==> config.mk <==
export PLATFORM = sky130hd
export DESIGN_NAME = pcm_rx_slot_extractor
export DESIGN_NICKNAME = d
export VERILOG_FILES = /design/src/rtl/pcm_rx_pkg.sv /design/src/rtl/pcm_rx_frame_align.sv /design/src/rtl/pcm_rx_slot_capture.sv /design/src/rtl/pcm_rx_slot_extractor.sv
export SDC_FILE = /design/constraint.sdc
export NUM_CORES = 1
export LEC_CHECK = 0
export BUFFER_PORTS_ARGS = -buffer_cell sky130_fd_sc_hd__clkbuf_2
export CAP_MARGIN = 30
export CORE_AREA = 2 2 79 81
export CTS_BUF_LIST = sky130_fd_sc_hd__clkbuf_16
export DETAILED_ROUTE_END_ITERATION = 8
export DIE_AREA = 0 0 81 83
export PLACE_DENSITY = 0.74
export SYNTH_ARGS = -nofsm -noshare
export SYNTH_HDL_FRONTEND = slang
export SYNTH_SLANG_ARGS = --single-unit
==> constraint.sdc <==
create_clock -name bclk -period 3.1 [get_ports bclk]
set_clock_uncertainty 0.1 [all_clocks]
set_input_delay 0.155 -clock bclk [delete_from_list [all_inputs] [get_ports bclk]]
set_output_delay 0.155 -clock bclk [all_outputs]
set_load 0.1 [all_outputs]
==> src/rtl/pcm_rx_pkg.sv <==
`timescale 1ns/1ps
package pcm_rx_pkg;

    // Sample format chosen by the format input
    typedef enum logic {
        FMT_COMPANDED = 1'b0,
        FMT_LINEAR    = 1'b1
    } fmt_e;

endpackage

==> src/rtl/pcm_rx_frame_align.sv <==
`timescale 1ns/1ps
// Frame-sync edge detection, start-offset delay and bit position counter.
// Gives the frame position of the bit sampled on the current falling edge.
module pcm_rx_frame_align #(
    parameter int SLOT_BITS = 8,
    parameter int NUM_SLOTS = 128,
    parameter int OFS_W     = 3
) (
    input  logic                                              clk,
    input  logic                                              rst_n,
    input  logic                                              fsync,
    input  logic [OFS_W-1:0]                                  ofs,
    output logic                                              cur_act_o,
    output logic [$clog2(NUM_SLOTS)-1:0]                      cur_slot_o,
    output logic [$clog2(SLOT_BITS)-1:0]                      cur_bit_o
);
    localparam int SW    = $clog2(NUM_SLOTS);
    localparam int BW    = $clog2(SLOT_BITS);
    localparam int POS_W = SW + BW;
    localparam logic [POS_W-1:0] LAST_POS = POS_W'(NUM_SLOTS * SLOT_BITS - 1);

    typedef struct packed {
        logic             fs;
        logic [OFS_W-1:0] dly;
        logic             run;
        logic [POS_W-1:0] pos;
    } align_t;

    align_t st_q, st_d;
    logic             rise;
    logic             act;
    logic [POS_W-1:0] pos_now;

    always_comb begin
        st_d    = st_q;
        rise    = fsync & ~st_q.fs;
        act     = 1'b0;
        pos_now = '0;
        st_d.fs = fsync;
        if (rise) begin
            if (ofs == '0) begin
                act      = 1'b1;
                st_d.dly = '0;
            end else begin
                st_d.dly = ofs;
            end
        end else if (st_q.dly != '0) begin
            st_d.dly = st_q.dly - 1'b1;
            if (st_q.dly == OFS_W'(1)) begin
                act = 1'b1;
            end
        end else if (st_q.run && st_q.pos != LAST_POS) begin
            act     = 1'b1;
            pos_now = st_q.pos + 1'b1;
        end
        st_d.run = act;
        if (act) begin
            st_d.pos = pos_now;
        end
    end

    always_ff @(negedge clk or negedge rst_n) begin
        if (!rst_n) begin
            st_q <= '0;
        end else begin
            st_q <= st_d;
        end
    end

    assign cur_act_o  = act;
    assign cur_slot_o = pos_now[POS_W-1:BW];
    assign cur_bit_o  = pos_now[BW-1:0];

    // once the offset delay runs out, the count sits at frame bit 0
    p_start_after_delay_r3: assert property (@(negedge clk) disable iff (!rst_n)
        ($past(st_q.dly) == OFS_W'(1) && !$past(rise)) |-> (st_q.run && st_q.pos == '0));

    // within a frame the position advances by one per bit clock
    p_pos_step_r2: assert property (@(negedge clk) disable iff (!rst_n)
        (st_q.run && $past(st_q.run) && st_q.pos != '0) |-> (st_q.pos == $past(st_q.pos) + 1'b1));

endmodule

==> src/rtl/pcm_rx_slot_capture.sv <==
`timescale 1ns/1ps
// Shifts in the selected slot(s) and assembles the companded or linear sample.
module pcm_rx_slot_capture
    import pcm_rx_pkg::*;
#(
    parameter int SLOT_BITS = 8,
    parameter int NUM_SLOTS = 128
) (
    input  logic                          clk,
    input  logic                          rst_n,
    input  logic                          din,
    input  logic                          act,
    input  logic [$clog2(NUM_SLOTS)-1:0]  cur_slot,
    input  logic [$clog2(SLOT_BITS)-1:0]  cur_bit,
    input  logic                          en,
    input  logic [$clog2(NUM_SLOTS)-1:0]  sel_slot,
    input  logic                          lin,
    output logic [2*SLOT_BITS-1:0]        sample_o,
    output logic                          valid_o
);
    localparam int SW = $clog2(NUM_SLOTS);
    localparam int BW = $clog2(SLOT_BITS);
    localparam logic [SW-1:0] LAST_SLOT = SW'(NUM_SLOTS - 1);
    localparam logic [BW-1:0] LAST_BIT  = BW'(SLOT_BITS - 1);

    typedef struct packed {
        logic [SLOT_BITS-1:0]   sr;
        logic [SLOT_BITS-1:0]   hi;
        logic                   pend;
        logic [2*SLOT_BITS-1:0] out;
        logic                   val;
    } cap_t;

    cap_t st_q, st_d;
    fmt_e fmt;
    logic [SW-1:0]        nxt_slot;
    logic [SLOT_BITS-1:0] byte_now;
    logic                 in_first, in_second, last_bit;

    assign fmt = fmt_e'(lin);

    always_comb begin
        st_d      = st_q;
        st_d.val  = 1'b0;
        nxt_slot  = (sel_slot == LAST_SLOT) ? '0 : sel_slot + 1'b1;
        byte_now  = {st_q.sr[SLOT_BITS-2:0], din};
        last_bit  = (cur_bit == LAST_BIT);
        in_first  = act && en && (cur_slot == sel_slot);
        in_second = act && en && (fmt == FMT_LINEAR) && st_q.pend && (cur_slot == nxt_slot);

        if (!en || fmt == FMT_COMPANDED) begin
            st_d.pend = 1'b0;
        end
        if (in_first || in_second) begin
            st_d.sr = byte_now;
        end
        if (in_first && last_bit) begin
            if (fmt == FMT_LINEAR) begin
                st_d.hi   = byte_now;
                st_d.pend = 1'b1;
            end else begin
                st_d.out = {{SLOT_BITS{1'b0}}, byte_now};
                st_d.val = 1'b1;
            end
        end
        if (in_second && last_bit) begin
            st_d.out  = {st_q.hi, byte_now};
            st_d.val  = 1'b1;
            st_d.pend = 1'b0;
        end
    end

    always_ff @(negedge clk or negedge rst_n) begin
        if (!rst_n) begin
            st_q <= '0;
        end else begin
            st_q <= st_d;
        end
    end

    assign sample_o = st_q.out;
    assign valid_o  = st_q.val;

    // strobe lasts one clock
    p_strobe_single_r7: assert property (@(negedge clk) disable iff (!rst_n)
        st_q.val |=> !st_q.val);

    // output only moves with a strobe
    p_hold_between_r8: assert property (@(negedge clk) disable iff (!rst_n)
        !st_q.val |-> $stable(st_q.out));

    // no strobe unless capture was enabled
    p_enable_gate_r6: assert property (@(negedge clk) disable iff (!rst_n)
        st_q.val |-> $past(en));

    // companded samples carry a zero upper byte
    p_companded_upper_r2: assert property (@(negedge clk) disable iff (!rst_n)
        (st_q.val && !$past(lin)) |-> (st_q.out[2*SLOT_BITS-1:SLOT_BITS] == '0));

    // a linear sample completes only after its high byte was stored
    p_linear_order_r4: assert property (@(negedge clk) disable iff (!rst_n)
        (st_q.val && $past(lin)) |-> $past(st_q.pend));

endmodule

==> src/rtl/pcm_rx_slot_extractor.sv <==
`timescale 1ns/1ps
// Top: receive timeslot extractor for one PCM channel.
module pcm_rx_slot_extractor #(
    parameter int SLOT_BITS = 8,
    parameter int NUM_SLOTS = 128,
    parameter int OFS_W     = 3,
    localparam int SW       = $clog2(NUM_SLOTS),
    localparam int BW       = $clog2(SLOT_BITS)
) (
    input  logic                   bclk,
    input  logic                   rst_n,
    input  logic                   fsync,
    input  logic                   din,
    input  logic [SW:0]            slot_cfg,
    input  logic                   lin_mode,
    input  logic [OFS_W-1:0]       frame_ofs,
    output logic [2*SLOT_BITS-1:0] sample_o,
    output logic                   valid_o
);
    logic          act;
    logic [SW-1:0] cur_slot;
    logic [BW-1:0] cur_bit;

    pcm_rx_frame_align #(
        .SLOT_BITS (SLOT_BITS),
        .NUM_SLOTS (NUM_SLOTS),
        .OFS_W     (OFS_W)
    ) u_align (
        .clk        (bclk),
        .rst_n      (rst_n),
        .fsync      (fsync),
        .ofs        (frame_ofs),
        .cur_act_o  (act),
        .cur_slot_o (cur_slot),
        .cur_bit_o  (cur_bit)
    );

    pcm_rx_slot_capture #(
        .SLOT_BITS (SLOT_BITS),
        .NUM_SLOTS (NUM_SLOTS)
    ) u_capture (
        .clk      (bclk),
        .rst_n    (rst_n),
        .din      (din),
        .act      (act),
        .cur_slot (cur_slot),
        .cur_bit  (cur_bit),
        .en       (slot_cfg[SW]),
        .sel_slot (slot_cfg[SW-1:0]),
        .lin      (lin_mode),
        .sample_o (sample_o),
        .valid_o  (valid_o)
    );

    // nothing is flagged while held in reset
    p_reset_quiet_r1: assert property (@(negedge bclk) !rst_n |-> (!valid_o && sample_o == '0));

endmodule

==> impl_results.md, run 1 <==
- Status: finished, violations left
- Failing checks: negative setup slack
- TritonCTS clock tree: built
- Number of global-route vias before repair: 2958
- Core area: 0.00582 sq mm
- Drt pass-1 iters: 4
- Worst skew pair latency: 0.31 ns
- Post-Synthesis Cell Area: 0.00302 sq mm
- Fin worst setup slack: -0.752 ns
- Initial antenna violation count: 0
- IO Count: 33
- Hold Violations, Final: 0
- Initial core utilization: 52.0%
- RePlAce Congestion: 0.929
- Congestion Overflow GR: 0
- Vias per cell: 6.01
- Final WL: 8.95 mm
- Worst EP arrival: 2.36 ns
- # H-tree levels: 2
- Chip width: 81 um
- Pin count of the biggest net entering global routing: 49
- Syn_nets: 327
- Die Area: 0.00672 sq mm
- Synth Warn #: 0
- CTS max path bufs: 2
- Critical-path cell list: buf_8, ha_4, buf_4, and4_1, o31ai_1, nand4_1, a2111oi_4, buf_4, a21oi_4, buf_12, mux2_4
- CTS Root Cell: clkbuf_16
- Port Buffers: 32
- CP endpoint kind: register
- R2R Setup Slk: -0.26 ns
- Relative slew margins: 59.5%
- Per-cell routed wire length: 18.8 um
- Number of CTS-inserted buffers: 5
- Worst r2r src: u_align.st_q[11]
- Initial drt markers: 233
- Post-synth EDFFs: 0
- Hold path start: u_capture.sample_o[3]
- Die Height: 83 um
- Final setup vio count: 33
- Worst Tran Pin Value: 0.592 ns
- Unique cell type count in the Yosys netlist: 59
- Total power: 1.77 mW
- Post-Syn Instances: 306
- Worst min-delay path category: register to register
- Placed wire-length estimate: 5.46 mm
- Final Max Tran Viols: 0
- Register area share after synthesis: 39.7%
- Peak VDD IR: 345 uV
- Crit-path slowest cell: o31ai_1
- Antenna viol nets, final: 0
- Top FF cell, synth: dfrtn_1
- Critical path launch point: slot_cfg[1]
- CP Class: primary input to register
- Avg Cell Area, Syn: 9.88 sq um
- DRC Markers: 0
- Hold Worst Slack: 0.359 ns
- Max-cap viol count: 0
- Top delay family on crit path: compound AO/OA/AOI/OAI gates
- Layout Nets: 420
- RSZ-0062 raised after global routing: yes
- DP Cell Count: 455
- Async set-reset flop share out of synthesis: 100%
- Pwr dens: 407 mW/mm^2
- Clk pin slew, worst setup/hold paths: 0.05 ns
- Area growth syn-to-layout: 43.9%
- Layout cells sized above 1: 51.0%
- CP required: 1.61 ns
- CP bufs+invs: 4
- Tot GR Track Use: 27.9%
- CP Launch Type: primary input
- DR vias: 2853
- Non-filler cells, final: 475
- Crit-path most repeated cell: buf_4
- Synth Register Bits: 48
- LEAKAGE: 2.03 nW
- Site row count: 28
- Max stage delay on crit path: 0.31 ns
- Sink Count: 48
- First-pass GRT wire length: 14.4 mm
- Antenna Cells: 0
- CP Max Fanout: 7
-- placed cells by master (no fill, tap or decap), types with 2 or more instances in the layout --
cell type and n:
xnor2_1 9, dfrtn_1 48, a21oi_2 2, a211oi_4 2, inv_1 15, nand2_1 13, mux2_2 9, buf_8 2
o21bai_1 2, mux2i_1 2, nor4_2 2, buf_6 4, o31ai_2 8, clkbuf_2 26, a211oi_2 4, buf_12 2
bufinv_16 2, and3_1 3, buf_4 86, a21oi_1 8, and2_4 2, nor4_4 2, o31ai_1 3, nor3_1 4
or3_4 2, nand3_1 14, and4_1 3, o21ai_0 15, nor2_1 18, a41o_1 2, xnor2_2 2, ha_1 4
clkbuf_16 5, or3_1 3, and3_4 4, nand4_1 8, o211a_1 2, nor3_2 2, mux2_4 15
-- state kept, by name, summed over array words and instances, names as in the netlist --
register,cells
u_capture.sample_o,16
u_align.st_q,15
u_capture.st_q,9
u_capture.byte_now,7
u_capture.valid_o,1
-- stage by stage --
step	TNS, ns	cell area, sq um	worst slack (ns)	utilization [%]
floorplan	-26.23	3120	-0.884	-
global placement	-31.82	3750	-1.11	64.5
detailed placement	-33.73	3750	-1.21	64.5
CTS	-16.22	4230	-0.594	72.7
global route	-23.98	4350	-0.824	74.8
finish	-21.33	4350	-0.752	74.8
-- repair_timing --
action	4_1_cts	5_1_grt
endpoints found under the setup margin	33	33
cloned	1	0
pin swaps	14	6
resized for setup	45	21
setup buffers	9	5
hold buffers	0	0
-- worst reg2reg max path, cell delays in order (launching register included) --
cell and delay, ns:
dfrtn_1 0.36, inv_1 0.08, ha_1 0.16, nor2b_1 0.29
buf_4 0.20, and3_4 0.30, nor2_1 0.06, o31ai_1 0.35
nand4_1 0.29, a2111oi_4 0.27, buf_4 0.21, a21oi_4 0.08
buf_12 0.16, mux2_4 0.30
-- area by class of cell --
| cell class | count | area (sq um) |
|---|---|---|
| clock buffers | 5 | 125 |
| clock inverters | 3 | 68.8 |
| fillers | 383 | 1460 |
| inverters | 16 | 60.1 |
| multi-input cells | 207 | 1900 |
| flip-flops and latches | 48 | 1200 |
| well taps | 75 | 93.8 |
| repair buffers | 121 | 905 |
-- cells by family after synthesis --
logic type                 count (synthesis)  synth area share (%)
and+or+nand+nor                           93                  17.6
buffers and inverters                     52                  9.10
AOI/OAI and AO/OA                         70                  17.0
xor gates and xnor gates                  12                  3.93
muxes                                     26                  10.6
adders and majority gates                  5                  2.07
DFF                                       48                  39.7
-- path summary, 6_finish.rpt --
| check | to | depth (start not counted) |
|---|---|---|
| min | u_capture.sample_o[3] | 1 |
| min in group asynchronous | u_align.st_q[5] | 2 |
| max reg2reg | u_capture.sample_o[0] | 13 |
| min reg2reg | u_capture.sample_o[3] | 1 |
| max in group asynchronous | u_capture.sample_o[6] | 2 |
| max | u_capture.sample_o[0] | 11 |
-- synthesized netlist by cell type (7+ instances only) --
master,count,area share (%)
nor3_1,7,1.2
buf_4,20,5.0
o31ai_1,11,2.7
nand4_1,8,1.7
xnor2_1,11,3.2
clkbuf_1,12,1.5
mux2_1,7,2.6
inv_1,16,2.0
dfrtn_1,48,40
o21ai_0,16,2.6
nand3_1,15,2.5
and3_1,7,1.4
mux2_4,8,4.0
a21oi_1,10,1.7
nand2_1,14,1.7
mux2_2,9,3.4
nor2_1,18,2.2
-- power breakdown --
| part | switching, mW | total, mW | internal, mW |
|---|---|---|---|
| Clock | 0.247 | 0.712 | 0.465 |
| Combinational | 0.181 | 0.370 | 0.189 |
| Sequential | 0.0267 | 0.689 | 0.662 |
-- metal layers --
layer	wire length (um)	share of wire, %	GRT usage [%]	vias up
met3	629	7.0	5.65	31
met5	0	0	0	-
met1	3560	40	35.8	1394
met4	340	3.8	14.3	0
li1	-	-	-	1295
met2	4420	49	43.9	133
No activity file was read; power rests on OpenSTA's default activity.
==> inputs of run 2 (changes only) <==
TNS_END_PERCENT = 30   (was unset)
==> run 2 against run 1 <==
Net effect:
- the flow still finishes with violations (negative setup slack)
- combinational power grew 6.2%
- highest routed layer unchanged
- critical endpoint is now u_capture.sample_o[2]
- sequential share of layout area is 1.1 points higher
- clock power fell by 24%
- clock-buffer cell count unchanged
- core utilization decreased by 2.8 points
- largest cell class unchanged
- cell area shrank 3.8%
- critical path depth up 1
==> impl_results.md, run 2 (synthesized netlist as in run 1, its figures left out) <==
- Sink Count: 48 (unchanged)
- Worst min-delay path category: register to register
- Most common cell after layout, fill and taps aside: buf_4
- Per-cell routed wire length: 18.8 um (about the same)
- Pwr dens: 389 mW/mm^2 (-4.4%)
- Vias per cell: 6.01 (about the same)
- Seq pwr share: 42.5% (+3.6 points)
- Net Switching: 0.475 mW (+4.5%)
- Relative slew margins: 62.6% (+3.0 points)
- Grt met1 use: 32.8% (-3.0 points)
- Total power: 1.63 mW (-8.1%)
- Site row count: 28 (unchanged)
- Initial drt markers: 207 (-11%)
- Initial core utilization: 52.0% (unchanged)
- CP endpoint kind: register
- CP Launch Type: primary input
- Final WL: 8.86 mm (-1.0%)
- Port Buffers: 32 (unchanged)
- Tot GR Track Use: 27.3% (-0.60 points)
- Hold Path Cell Cnt: 1 (unchanged)
- Number of global-route vias before repair: 2944 (-0.47%)
- DP Cell Count: 449 (-1.3%)
- Max FFs per register: 16 (unchanged)
- Most frequent cells in the layout: buf_4 (77), dfrtn_1 (48), clkbuf_2 (29)
- RePlAce Congestion: 0.900 (-3.1%)
- Failing checks: negative setup slack
- Final setup vio count: 33 (unchanged)
- Switching Fraction: 29.2% (+3.5 points)
- Die Area: 0.00672 sq mm (unchanged)
- Power share of the combinational group: 24.2% (+3.3 points)
- Non-filler cells, final: 470 (-1.1%)
- Placed wire-length estimate: 5.48 mm (+0.35%)
- CTS Root Cell: clkbuf_16
- Fin worst setup slack: -0.762 ns (-0.00926 ns)
- Chip width: 81 um (unchanged)
- RSZ-0062 raised after global routing: yes
- Antenna Cells: 0 (unchanged)
- GR peak layer: met2
- Worst skew pair latency: 0.31 ns (about the same)
- CP Max Fanout: 5 (-2)
- Depth of the worst register-to-register path: 12 (-1)
- CP required: 1.60 ns (about the same)
- Grt met2 use: 48.5% (+4.6 points)
- Congestion Overflow GR: 0 (unchanged)
- Layout cells sized above 1: 46.6% (-4.4 points)
- CP Class: primary input to register
- CTS max path bufs: 2 (unchanged)
- Antenna viol nets, final: 0 (unchanged)
- Hold path start: u_capture.st_q[18]
- Worst Tran Pin Value: 0.557 ns (-0.0343 ns)
- DRC Markers: 0 (unchanged)
- Hold Violations, Final: 0 (unchanged)
- Hold Path End: u_capture.st_q[18]
- Worst r2r src: u_align.st_q[0]
- IO Count: 33 (unchanged)
- Internal: 1.15 mW (-12%)
- LEAKAGE: 1.97 nW (-2.6%)
- Cts hold-fix bufs: 0 (unchanged)
- Clk pin slew, worst setup/hold paths: 0.05 ns (about the same)
- Pin count of the biggest net entering global routing: 49 (unchanged)
- Drt pass-1 iters: 5 (+1)
- TritonCTS clock tree: built
- RR Endpoint: u_capture.sample_o[2]
- # H-tree levels: 2 (unchanged)
- First-pass GRT wire length: 14.4 mm (unchanged)
- Worst EP arrival: 2.37 ns (about the same)
- Peak VDD IR: 364 uV (+5.3%)
- Max-cap viol count: 0 (unchanged)
- Die Height: 83 um (unchanged)
- # fillers: 404 (+5.5%)
- Status: finished, violations left
- Layout Nets: 415 (-1.2%)
- Area growth syn-to-layout: 38.5%
- Met3 Resource Use GR: 4.02% (-1.6 points)
- Clk pwr share: 33.3% (-6.9 points)
- R2R Setup Slk: -0.34 ns (-0.08 ns)
- DR vias: 2824 (-1.0%)
- Number of CTS-inserted buffers: 5 (unchanged)
- Core area: 0.00582 sq mm (unchanged)
- Final Max Tran Viols: 0 (unchanged)
- Initial antenna violation count: 0 (unchanged)
==> run 2: timing repair <==
action,CTS,global route
setup endpoints to repair,33,33
buffers inserted,15,2
pin swaps,17,8
resized for setup,44,6
==> run 2: critical path, cell delays in order <==
cell and delay (ns):
clkbuf_2 0.11, ha_4 0.17, a22oi_1 0.19, o311ai_0 0.18, o211a_1 0.20, a211oi_2 0.24, a31oi_2 0.09, a2111oi_4 0.33
buf_4 0.20, a21oi_4 0.07, buf_12 0.15, mux2_4 0.29
==> run 2: power by group through the flow <==
stage	clock network [mW]	logic, mW	registers [mW]
after floorplan	0	0.162	0.695
after global placement	0	0.309	0.694
after detailed placement	0	0.321	0.696
after CTS	0.543	0.366	0.691
after global routing	0.562	0.423	0.696
final	0.543	0.393	0.693
==> run 2: how the worst max path moves through the flow <==
stage                           start                     to  slack (ns)
after floorplan                 fsync  u_capture.sample_o[0]       -0.88
after global placement          fsync  u_capture.byte_now[4]       -1.06
after detailed placement  slot_cfg[0]  u_capture.byte_now[6]       -1.12
after CTS                       fsync  u_capture.sample_o[2]       -0.67
after global routing      slot_cfg[0]  u_capture.sample_o[4]       -0.95
final                     slot_cfg[0]  u_capture.sample_o[2]       -0.76
==> run 2: final cells by class <==
cell class | count | area (sq um) | share of cell area [%]
clock buffers | 5 | 125 | 2.99
clock inverters | 3 | 18.8 | 0.448
inverters | 16 | 60.1 | 1.43
multi-input cells | 206 | 1810 | 43.3
flip-flops and latches | 48 | 1200 | 28.7
well taps | 75 | 93.8 | 2.24
repair buffers | 117 | 877 | 20.9
==> run 2: through the flow <==
step | hold slack (ns) | cell area, sq um | setup WS [ns] | TNS, ns | util, %
after CTS | 0.356 | 4140 | -0.666 | -18.99 | 71.3
after floorplan | 0.324 | 3080 | -0.885 | -27.11 | -
after global placement | 0.342 | 3690 | -1.06 | -31.36 | 63.4
after global routing | 0.376 | 4190 | -0.951 | -27.00 | 72.0
after detailed placement | 0.349 | 3690 | -1.12 | -32.78 | 63.4
final | 0.355 | 4190 | -0.762 | -21.81 | 72.0
==> run 2: routing by layer <==
layer	vias to the layer above	routed length [um]
met3	40	492
li1	1281	-
met1	1381	3430
met4	0	330
met2	122	4610
met5	-	0
==> inputs of run 3 (changes only) <==
CORE_AREA = 2 2 81 83   (was 2 2 79 81)
DIE_AREA = 0 0 83 85   (was 0 0 81 83)
PLACE_DENSITY = 0.71   (was 0.74)
==> run 3 against run 2 <==
Net effect:
- the flow still finishes with violations (negative setup slack)
- via count fell by 0.39%
- setup slack got worse by 0.012 ns
- largest cell class unchanged
- sequential share of layout area shrank 0.33 points
- routed wire length down 3.7%
- non-clock buffer count up 2
==> impl_results.md, run 3 (synthesized netlist as in run 1, its figures left out) <==
- Initial antenna violation count: 0 (unchanged)
- Layout cells sized above 1: 46.5% (-0.10 points)
- Final Max Tran Viols: 0 (unchanged)
- CP endpoint kind: register
- Die Area: 0.00706 sq mm (+4.9%)
- Most common cell after layout, fill and taps aside: buf_4
- # H-tree levels: 2 (unchanged)
- Die Height: 85 um (+2.4%)
- Layout Nets: 418 (+0.72%)
- Max FFs per register: 16 (unchanged)
- Peak VDD IR: 328 uV (-9.9%)
- RSZ-0062 raised after global routing: yes
- Initial core utilization: 48.7% (-3.3 points)
- Initial drt markers: 334 (+61%)
- CTS Root Cell: clkbuf_16
- Antenna Cells: 0 (unchanged)
- TritonCTS clock tree: built
- Pwr dens: 376 mW/mm^2 (-3.4%)
- Per-cell routed wire length: 18.0 um (-4.7%)
- Worst EP arrival: 2.37 ns (about the same)
- Grt met1 use: 29.5% (-3.4 points)
- Chip width: 83 um (+2.5%)
- Antenna viol nets, final: 0 (unchanged)
- Crit-path slowest cell: o41ai_4
- Critical-path cell list: clkbuf_2, ha_4, and3_4, buf_4, and3_1, o41ai_4, a2111oi_4, buf_4, a21oi_4, buf_12, mux2_4
- Failing checks: negative setup slack
- Fin worst setup slack: -0.773 ns (-0.0119 ns)
- Status: finished, violations left
- Final instance area: 0.00424 sq mm (+1.2%)
- DRC Markers: 0 (unchanged)
- CP bufs+invs: 4 (+1)
- Top delay family on crit path: compound AO/OA/AOI/OAI gates
- Congestion Overflow GR: 0 (unchanged)
- CP required: 1.60 ns (about the same)
- First-pass GRT wire length: 13.0 mm (-10%)
- IO Count: 33 (unchanged)
- Max stage delay on crit path: 0.45 ns (+0.12 ns)
- Site row count: 29 (+3.6%)
- Most frequent cells in the layout: buf_4 (77), dfrtn_1 (48), clkbuf_2 (28)
- Total power: 1.59 mW (-2.2%)
- Grt met2 use: 38.3% (-10 points)
- Number of global-route vias before repair: 2728 (-7.3%)
- Port Buffers: 32 (unchanged)
- CP Class: primary input to register
- Crit-path most repeated cell: buf_4
- Area growth syn-to-layout: 40.1%
- Cts hold-fix bufs: 0 (unchanged)
- Worst min-delay path category: register to register
- Crit path depth: 11 (-1)
- Relative slew margins: 61.5% (-1.0 points)
- Placed wire-length estimate: 5.45 mm (-0.50%)
- Vias per cell: 5.92 (-1.4%)
- Worst Tran Pin Value: 0.577 ns (+0.0198 ns)
- Depth of the worst register-to-register path: 13 (+1)
- Drt pass-1 iters: 5 (unchanged)
- DR vias: 2813 (-0.39%)
- Dpl ws: -1.18 ns (-0.0686 ns)
- Met3 Resource Use GR: 3.40% (-0.62 points)
- Pin count of the biggest net entering global routing: 49 (unchanged)
- Final setup vio count: 33 (unchanged)
- Number of CTS-inserted buffers: 5 (unchanged)
- Core area: 0.00620 sq mm (+6.7%)
- TNS Setup: -21.61 ns (+0.199 ns)
- GR peak layer: met2
- Hold Violations, Final: 0 (unchanged)
- Tot GR Track Use: 22.8% (-4.4 points)
- Placed cell area: 0.00371 sq mm (+0.54%)
- Sink Count: 48 (unchanged)
- CP Max Fanout: 8 (+3)
- Final WL: 8.53 mm (-3.7%)
- Hold Path Cell Cnt: 2 (+1)
- Worst skew pair latency: 0.31 ns (about the same)
- Max-cap viol count: 0 (unchanged)
- # fillers: 450 (+11%)
- LEAKAGE: 2.00 nW (+1.3%)
- RePlAce Congestion: 0.942 (+4.6%)
- CTS max path bufs: 2 (unchanged)
- CP Launch Type: primary input
- Clk pin slew, worst setup/hold paths: 0.05 ns (about the same)
run 3: power breakdown:
part	switching, mW	internal (mW)
combinational	0.188	0.193
sequential	0.0248	0.663
clock	0.230	0.293
total	0.443	1.15
run 3: area by class of cell:
type / count / area [sq um] / area share (%)
clock buffers: 5 / 125 / 2.95
clock inverters: 3 / 13.8 / 0.325
inverters: 16 / 60.1 / 1.42
multi-input cells: 207 / 1840 / 43.5
flip-flops and latches: 48 / 1200 / 28.4
well taps: 77 / 96.3 / 2.27
repair buffers: 119 / 897 / 21.2
run 3: metrics by stage:
step           hold WS [ns]  std cells  util, %
2_1_floorplan         0.324        306        -
3_3_place_gp          0.350        453     59.7
3_5_place_dp          0.348        453     59.7
4_1_cts               0.355        469     63.9
5_1_grt               0.376        475     68.3
6_report              0.349        475     68.3
run 3: timing repair:
action,in CTS,in global routing
cloned,0,1
gates resized for setup,14,42
setup buffers,8,7
setup endpoints to repair,33,33
pin swaps,5,18
run 3: worst paths after layout:
path	from	to	slack, ns
worst max-delay path	slot_cfg[1]	u_capture.sample_o[5]	-0.77
worst min-delay path	u_capture.st_q[25]	u_capture.sample_o[15]	0.35
worst max register to register	u_align.st_q[1]	u_capture.sample_o[5]	-0.45
worst min register to register	u_capture.st_q[25]	u_capture.sample_o[15]	0.35
max in group asynchronous	rst_n	u_capture.sample_o[13]	1.47
min in group asynchronous	rst_n	u_align.st_q[8]	1.15
run 3: tightest hold or removal path, stage by stage, from the launching register on:
cell and delay [ns]:
dfrtn_1 0.41, nand3_1 0.07, o31ai_1 0.06
run 3: routing by layer:
layer | wire [um] | up-vias | share of wire, %
li1 | - | 1283 | -
met2 | 4340 | 103 | 51
met5 | 0 | - | 0
met4 | 313 | 0 | 3.7
met3 | 350 | 28 | 4.1
met1 | 3530 | 1399 | 41
